--- config.mk ---
export PLATFORM = sky130hd
export DESIGN_NAME = uart_tx_hold
export DESIGN_NICKNAME = d
export VERILOG_FILES = /design/src/rtl/uart_txh_pkg.sv /design/src/rtl/utx_hold_reg.sv /design/src/rtl/utx_shifter.sv /design/src/rtl/utx_status_irq.sv /design/src/rtl/uart_tx_hold.sv
export SDC_FILE = /design/constraint.sdc
export NUM_CORES = 1
export LEC_CHECK = 0
export BUFFER_PORTS_ARGS = -buffer_cell sky130_fd_sc_hd__buf_4
export CORE_ASPECT_RATIO = 1.75
export CORE_UTILIZATION = 38
export CTS_BUF_LIST = sky130_fd_sc_hd__clkbuf_8
export DETAILED_ROUTE_END_ITERATION = 16
export GPL_ROUTABILITY_DRIVEN = 0
export PLACE_DENSITY = 0.7
export REMOVE_ABC_BUFFERS = 1
export SLEW_MARGIN = 20
export SYNTH_ARGS = -nofsm -noshare
export SYNTH_HDL_FRONTEND = slang
export SYNTH_SLANG_ARGS = --single-unit
export TNS_END_PERCENT = 1
--- constraint.sdc ---
create_clock -name clk -period 1.5 [get_ports clk]
set_input_delay 0.225 -clock clk [delete_from_list [all_inputs] [get_ports clk]]
set_output_delay 0.225 -clock clk [all_outputs]
set_load 0.005 [all_outputs]
--- src/rtl/uart_txh_pkg.sv ---
// Shared definitions for the UART transmit holding block.
// Assumes an 8-bit status byte whose flag positions are fixed for software.
package uart_txh_pkg;
    localparam int STAT_W       = 8;
    localparam int HOLD_MT_BIT  = 5;   // holding register free
    localparam int TX_IDLE_BIT  = 6;   // both stages free

    typedef enum logic {
        SH_IDLE = 1'b0,
        SH_BUSY = 1'b1
    } sh_state_t;
endpackage

--- src/rtl/utx_hold_reg.sv ---
// One-entry holding register written by the CPU.
// Assumes wr_en and take are synchronous to clk. A write in the same cycle as
// take wins, so the register stays full with the new character.
module utx_hold_reg #(
    parameter int DATA_W = 8
) (
    input  logic              clk,
    input  logic              rst_n,
    input  logic              wr_en,
    input  logic [DATA_W-1:0] wr_data,
    input  logic              take,
    output logic              full,
    output logic [DATA_W-1:0] data
);
    // Capture CPU data and track occupancy.
    always_ff @(posedge clk) begin
        if (!rst_n) begin
            full <= 1'b0;
            data <= '0;
        end else if (wr_en) begin
            full <= 1'b1;
            data <= wr_data;
        end else if (take) begin
            full <= 1'b0;
        end
    end
endmodule

--- src/rtl/utx_shifter.sv ---
// Frame serialiser: start bit, DATA_W data bits LSB first, stop bit.
// Assumes baud_tick is a one-clock pulse and load is only raised while idle.
module utx_shifter
    import uart_txh_pkg::*;
#(
    parameter int DATA_W        = 8,
    parameter int TICKS_PER_BIT = 16
) (
    input  logic              clk,
    input  logic              rst_n,
    input  logic              baud_tick,
    input  logic              load,
    input  logic [DATA_W-1:0] load_data,
    output logic              busy,
    output logic              ser_out
);
    localparam int FRAME_W = DATA_W + 2;
    localparam int TCNT_W  = (TICKS_PER_BIT > 1) ? $clog2(TICKS_PER_BIT) : 1;
    localparam int BCNT_W  = $clog2(FRAME_W);
    localparam logic [TCNT_W-1:0] TICK_LAST = TCNT_W'(TICKS_PER_BIT - 1);
    localparam logic [BCNT_W-1:0] BIT_LAST  = BCNT_W'(FRAME_W - 1);

    sh_state_t          state;
    logic [FRAME_W-1:0] frame_q;
    logic [TCNT_W-1:0]  tick_cnt;
    logic [BCNT_W-1:0]  bit_cnt;

    // Load a framed character, then step one bit every TICKS_PER_BIT ticks.
    always_ff @(posedge clk) begin
        if (!rst_n) begin
            state    <= SH_IDLE;
            frame_q  <= '1;
            tick_cnt <= '0;
            bit_cnt  <= '0;
        end else if (load) begin
            state    <= SH_BUSY;
            frame_q  <= {1'b1, load_data, 1'b0};
            tick_cnt <= '0;
            bit_cnt  <= '0;
        end else if (state == SH_BUSY && baud_tick) begin
            if (tick_cnt == TICK_LAST) begin
                tick_cnt <= '0;
                frame_q  <= {1'b1, frame_q[FRAME_W-1:1]};
                if (bit_cnt == BIT_LAST) begin
                    state   <= SH_IDLE;
                    bit_cnt <= '0;
                end else begin
                    bit_cnt <= bit_cnt + 1'b1;
                end
            end else begin
                tick_cnt <= tick_cnt + 1'b1;
            end
        end
    end

    // Drive the line from the frame LSB while busy, high otherwise.
    always_comb begin
        busy    = (state == SH_BUSY);
        ser_out = busy ? frame_q[0] : 1'b1;
    end
endmodule

--- src/rtl/utx_status_irq.sv ---
// Status byte assembly and the holding-empty interrupt request.
// Assumes irq_en is low during reset. The request is a latched event: it is
// set by a transfer or by the enable rising while free, and cleared by a write
// or by the enable falling.
module utx_status_irq
    import uart_txh_pkg::*;
(
    input  logic              clk,
    input  logic              rst_n,
    input  logic              hold_full,
    input  logic              sh_busy,
    input  logic              wr_en,
    input  logic              transfer,
    input  logic              irq_en,
    output logic [STAT_W-1:0] line_status,
    output logic              irq
);
    logic en_q;

    // Track the enable and hold the pending request.
    always_ff @(posedge clk) begin
        if (!rst_n) begin
            en_q <= 1'b0;
            irq  <= 1'b0;
        end else begin
            en_q <= irq_en;
            if (!irq_en || wr_en)
                irq <= 1'b0;
            else if (transfer || (!en_q && !hold_full))
                irq <= 1'b1;
        end
    end

    // Build the read-only status byte; unused bits stay zero.
    always_comb begin
        line_status              = '0;
        line_status[HOLD_MT_BIT] = !hold_full;
        line_status[TX_IDLE_BIT] = !hold_full && !sh_busy;
    end
endmodule

--- src/rtl/uart_tx_hold.sv ---
// UART transmit side: holding register, serialiser and status/interrupt.
// Assumes baud_tick is a one-clock pulse at TICKS_PER_BIT times the bit rate.
module uart_tx_hold
    import uart_txh_pkg::*;
#(
    parameter int DATA_W        = 8,
    parameter int TICKS_PER_BIT = 16
) (
    input  logic              clk,
    input  logic              rst_n,
    input  logic              wr_en,
    input  logic [DATA_W-1:0] wr_data,
    input  logic              baud_tick,
    input  logic              irq_en,
    output logic              ser_out,
    output logic [STAT_W-1:0] line_status,
    output logic              irq
);
    logic              hold_full;
    logic [DATA_W-1:0] hold_data;
    logic              sh_busy;
    logic              transfer;

    // Move a held character whenever the shift stage is free.
    always_comb transfer = hold_full && !sh_busy;

    utx_hold_reg #(.DATA_W(DATA_W)) u_hold (
        .clk     (clk),
        .rst_n   (rst_n),
        .wr_en   (wr_en),
        .wr_data (wr_data),
        .take    (transfer),
        .full    (hold_full),
        .data    (hold_data)
    );

    utx_shifter #(.DATA_W(DATA_W), .TICKS_PER_BIT(TICKS_PER_BIT)) u_shift (
        .clk       (clk),
        .rst_n     (rst_n),
        .baud_tick (baud_tick),
        .load      (transfer),
        .load_data (hold_data),
        .busy      (sh_busy),
        .ser_out   (ser_out)
    );

    utx_status_irq u_stat (
        .clk         (clk),
        .rst_n       (rst_n),
        .hold_full   (hold_full),
        .sh_busy     (sh_busy),
        .wr_en       (wr_en),
        .transfer    (transfer),
        .irq_en      (irq_en),
        .line_status (line_status),
        .irq         (irq)
    );
endmodule

## After elaboration in Yosys (flattened, before gate mapping)

Index checks and enable logic that the tools add are counted.

| operators by class | value |
|---|---|
| reductions and logical operators | 19 |
| mux-type cells | 12 |
| equality and inequality tests | 2 |
| add/subtract/negate cells | 2 |
| bitwise gates (word level) | 1 |

Operators with widths:

| kind | count |
|---|---|
| 9-bit 2-to-1 mux | 3 |
| 4-bit by 1-bit adder with 4-bit output, second input constant | 2 |
| 4-bit == test, second input constant | 2 |
| 4-bit 2-to-1 mux | 2 |
| 2-bit nonzero test | 4 |
| 1-bit 2-to-1 mux | 7 |
| 1-bit logical AND | 4 |
| 1-bit zero test | 4 |
| 2-bit AND reduction | 2 |
| 2-bit OR reduction | 2 |
| 3-bit AND reduction | 1 |
| 1-bit logical OR | 2 |
| 1-bit NOT | 1 |

| storage, ports and cells | value |
|---|---|
| input bits | 13 |
| flip-flop bits (word level) | 29 |
| word-level logic and storage cells | 44 |

## Depth between registers and ports, before layout

| logic depth | value |
|---|---|
| depth after elaboration | 5 |
| gate-level depth with buffers | 5 |
| depth with buffers taken out | 4 |

## By module

From an unflattened synthesis, not the netlist that was laid out.

| unflattened totals | value |
|---|---|
| cells, all modules | 152 |
| area total of the unflattened synthesis | 1372.6 µm² |

Modules (own cells, without submodules):

| module | cells an instance | instances | area each (µm²) | sequential area each (µm²) |
|---|---|---|---|---|
| utx_shifter | 108 | 1 | 903.4 | 360.3 |
| utx_hold_reg | 28 | 1 | 335.3 | 180.2 |
| utx_status_irq | 15 | 1 | 120.1 | 40.0 |
| uart_tx_hold | 1 | 1 | 13.8 | 0.0 |

## Worst setup path after synthesis

OpenSTA, ideal clock, no wires.

| path | value |
|---|---|
| path kind | register -> register |
| from | register u_shift.tick_cnt[0] |
| to | register u_shift.frame_q[1] |
| cell stages (with the launch flop) | 6 |
| arrival | 1.306 ns |
| path slack | 0.061 ns |
| clock period less this slack | 1.439 ns |
| cell sequence | dfxtp_1 -> ha_1 -> and3_1 -> buf_4 -> a2111oi_0 -> nor3_1 |

| on the way | value |
|---|---|
| word-level cells in the longest chain between the ends | 3 |

RTL lines:

| what | line | source |
|---|---|---|
| start: declaration | utx_shifter.sv:25 | `logic [TCNT_W-1:0] tick_cnt;` |
| start signal: assignment | utx_shifter.sv:51 | `tick_cnt <= tick_cnt + 1'b1;` |
| 4-bit == test | utx_shifter.sv:41 | `if (tick_cnt == TICK_LAST) begin` |
| 2-bit nonzero test (no line) | -- |  |
| 2-bit AND reduction (no line) | -- |  |
| end signal: assignment | utx_shifter.sv:37 | `frame_q <= {1'b1, load_data, 1'b0};` |
| end signal: assignment | utx_shifter.sv:43 | `frame_q <= {1'b1, frame_q[FRAME_W-1:1]};` |
| end: declaration | utx_shifter.sv:24 | `logic [FRAME_W-1:0] frame_q;` |

No other way between the ends.
A chain may end at the register's enable or synchronous reset.

## Final worst setup path

| path | value |
|---|---|
| from | register u_shift.tick_cnt[0] |
| to | register u_shift.bit_cnt[1] |

| on the way | value |
|---|---|
| word-level cells in the longest chain between the ends | 2 |

RTL lines:

| what | line | source |
|---|---|---|
| 4-bit == test | utx_shifter.sv:41 |  |
| 2-bit AND reduction (no line) | -- |  |
| end signal: assignment | utx_shifter.sv:48 | `bit_cnt <= bit_cnt + 1'b1;` |
| end: declaration | utx_shifter.sv:26 | `logic [BCNT_W-1:0] bit_cnt;` |

No other way between the ends.

==> metrics.md <==
| Metric | Value |
|---|---|
| Synth unique cells | 42 |
| CTS tree | built |
| Area growth, synth to finish | 22.2% |
| Io pins | 23 |
| Peak Freq | 705 MHz |
| Initial Utilization | 40.2% |
| Hold endpoint | u_stat.en_q$_SDFF_PN0_ |
| Setup slack, reg-to-reg | 0.08 ns |
| Longest Clk Path Bufs | 2 |
| Layout Utilization | 49.1% |
| Vert. Die Dim | 81.3 microns |
| Reg2Reg Launch Point | u_shift.tick_cnt[0]$_SDFFE_PP0P_ |
| DR WL/cell | 12.9 microns |
| Startpoint types | register |
| CP Class | reg -> reg |
| Min setup slack post-route | 0.0821 ns |
| Main synth FF type | dfxtp_1 |
| Worst-path maximum fanout | 7 |
| Remaining DRCs | 0 |
| Die X | 47.3 microns |
| Sequential area share after synthesis | 42.5% |
| Mapped Avg Cell Area | 9.04 sq um |
| TritonCTS Buffers | 5 |
| RSZ-0062 raised after global routing | false |
| Core box area | 3400 sq um |
| Hold path depth | 2 |
| First-pass GRT wire length | 4820 microns |
| Overflow after GRT | 0 |
| #FFs+latches synth | 29 |
| Clock Sinks | 29 |
| Hold-fix buffers, CTS | 0 |
| Worst reg2reg endpoint | u_shift.bit_cnt[1]$_SDFFE_PP0P_ |
| Total number of vias | 1153 |
| Vias/cell | 5.22 |
| M1 GR Usage | 16.3% |
| Worst EP required | 1.71 ns |
| Pre-CTS WS | 0.0416 ns |
| CTS clk-pin slew, worst paths | 0.06 ns |
| Post-synth EDFFs | 0 |
| Top post-synthesis cells by area | dfxtp_1 (43%), mux2i_1 (6.6%), nor2_1 (5.5%), buf_4 (4.4%), a211oi_1 (3.3%) |
| Worst Reg-to-Reg Cells | 4 |
| Post-Syn Instances | 151 |
| Min-delay worst type | in -> reg |
| Met2 usage | 31.9% |
| Drt total wl | 2840 microns |
| M3 GR Usage | 4.89% |
| Pwr dens | 1030 nW/um^2 |
| Async SR Flop Fraction | 0% |
| Nets | 189 |
| Root Driver | clkbuf_8 |
| Final hold vios | 0 |
| Final Critical Period | 1.42 ns |
| Layout cells sized above 1 | 26.1% |
| DIE AREA | 3850 sq um |
| # Post-CTS Setup Buffers | 0 |
| Global Route Usage Sum | 17.4% |
| Port buffer count | 16 |
| Fillers | 357 |
| Htree depth | 2 |
| Largest net degree at the start of global routing | 17 |
| Total placed cells including tap cells | 213 |
| Rows | 28 |
| Final Non-Filler Cells | 221 |
| Crit path DAT | 1.63 ns |
| Fin Hold WS | 0.166 ns |
| Post-synthesis cell area | 1370 sq um |
| Worst Skew | 0.00802 ns |
| Vias in the first global route | 1179 |
| Synth warnings | 0 |
| Leakage | 0.000656 uW |
| Post-detail-place hpwl | 2120 microns |
| N_diodes | 0 |
| Initial DRC Count | 16 |
| HP Start | irq_en |
| Final period util | 94.5% |
| Relative slew slack | 66.7% |
| Pre-antenna DRT Iters | 4 |
| Setup TNS | 0 ns |
| Max VDD drop | 0.757 mV |
| Post-route ant nets | 0 |
| CP Capture Type | register |
| Max-slew violation count | 0 |
| Slew @ Worst Pin | 0.499 ns |
| Clock insertion delay at the later pin of the skew report | 0.28 ns |
| Status | finished clean |
| Synth top area share | 42.5% |
| Final Setup Violations | 0 |
| Antenna violations before repair | 0 |
| Max cap viols | 0 |
| Area leader, netlist | dfxtp_1 |
| GRT Max-Usage Layer | met2 |
[logic make-up (layout without fill, tap and decap cells)]
kind of cell               count (synthesis)  in the layout  share of synthesized area (%)
other                                      1              6                          0.275
DFF                                       29             29                           42.5
muxes                                      9              9                           6.60
adders and majority gates                  1              1                          0.916
xor gates and xnor gates                   2              2                           1.28
AOI/OAI and AO/OA                         28             28                           14.5
and+or+nand+nor                           63             63                           25.3
buffers and inverters                     18             38                           8.62
[where the power goes]
part	leakage (uW)	internal [uW]	switching, uW	total [uW]
Combinational	0.000363	88.4	88.0	176
Sequential	0.000239	811	19.9	831
Clock	0.0000542	414	289	703
[how the worst max path moves through the flow]
stage	slack [ns]	endpoint	depth (start not counted)	from
finish	0.08	u_shift.bit_cnt[1]$_SDFFE_PP0P_	4	u_shift.tick_cnt[0]$_SDFFE_PP0P_
global route	0.01	u_shift.bit_cnt[1]$_SDFFE_PP0P_	4	u_shift.tick_cnt[0]$_SDFFE_PP0P_
CTS	0.02	u_shift.bit_cnt[1]$_SDFFE_PP0P_	4	u_shift.tick_cnt[0]$_SDFFE_PP0P_
global placement	0.08	u_shift.frame_q[1]$_SDFFE_PN1P_	4	u_shift.busy$_SDFFE_PN0P_
detailed placement	0.04	u_shift.bit_cnt[1]$_SDFFE_PP0P_	4	u_shift.tick_cnt[0]$_SDFFE_PP0P_
floorplan	0.05	u_shift.frame_q[1]$_SDFFE_PN1P_	3	u_shift.busy$_SDFFE_PN0P_
[worst max-delay path, cell delays in order, from the launching register on]
cell and delay, ns:
dfxtp_2 0.36, ha_2 0.21, nand3_4 0.12, or4_4 0.54, a21oi_2 0.12
[area by class of cell]
type | instances | area [sq um] | share of cell area [%]
Clock buffer | 7 | 96.3 | 5.78
Clock inverter | 1 | 5.00 | 0.300
Inverter | 3 | 11.3 | 0.675
Multi-Input combinational cell | 109 | 701 | 42.0
Sequential cell | 29 | 583 | 35.0
Tap cell | 45 | 56.3 | 3.38
Timing Repair Buffer | 27 | 215 | 12.9
[repair_timing]
action                                 in CTS  in global routing
setup endpoints to repair                   0                 12
endpoints found under the hold margin       0                  0
resized for setup                           0                  6
[sequential cells by signal (all words and copies together), names as in the netlist]
name and cells:
u_stat.irq 1, u_shift.tick_cnt 4, u_stat.en_q 1, u_shift.frame_q 9, u_hold.data 8, u_shift.busy 1, u_shift.bit_cnt 4, u_hold.full 1
[cells in the mapped netlist, types with 4 or more instances]
cell type and instances:
dfxtp_1 29, nor2_1 20, mux2i_1 9, buf_4 8, nor3_1 7, a211oi_1 6
a21oi_1 6, nand2_1 6, nand2b_1 6, buf_2 4, nor4_1 4, o21ai_0 4
[per-layer routing]
metal / vias to the layer above / part of all wire, %
met1: 545 / 39
met3: 4 / 3.3
met4: 0 / 0.67
met5: - / 0
met2: 26 / 57
li1: 578 / -
[cells in the final DEF, fill, tap and decap left out, drive strengths merged]
cell type,Yosys,layout
nand3b,1,1
a2111oi,1,1
and2b,1,1
a21oi,7,7
conb,1,6
inv,3,3
nor3b,2,2
a211oi,6,6
o21ai,5,5
xor2,1,1
or3,3,3
nor4,4,4
a31oi,1,1
mux2i,9,9
a311oi,2,2
and3,1,1
clkbuf,1,7
o211ai,1,1
nor3,7,7
xnor2,1,1
nand2b,6,6
o31ai,1,1
clkinv,0,1
nand2,6,6
nor2b,1,1
a221oi,4,4
nand3,5,5
and2,2,2
nor2,21,21
buf,14,27
ha,1,1
dfxtp,29,29
and3b,1,1
or4,2,2
[per-stage QoR]
stage               power (uW)  cell area [sq um]
global route              1790               1670
floorplan                  934               1280
global placement          1020               1550
CTS                       1730               1650
detailed placement        1020               1550
finish                    1710               1670
No activity file was read; power rests on OpenSTA's default activity.
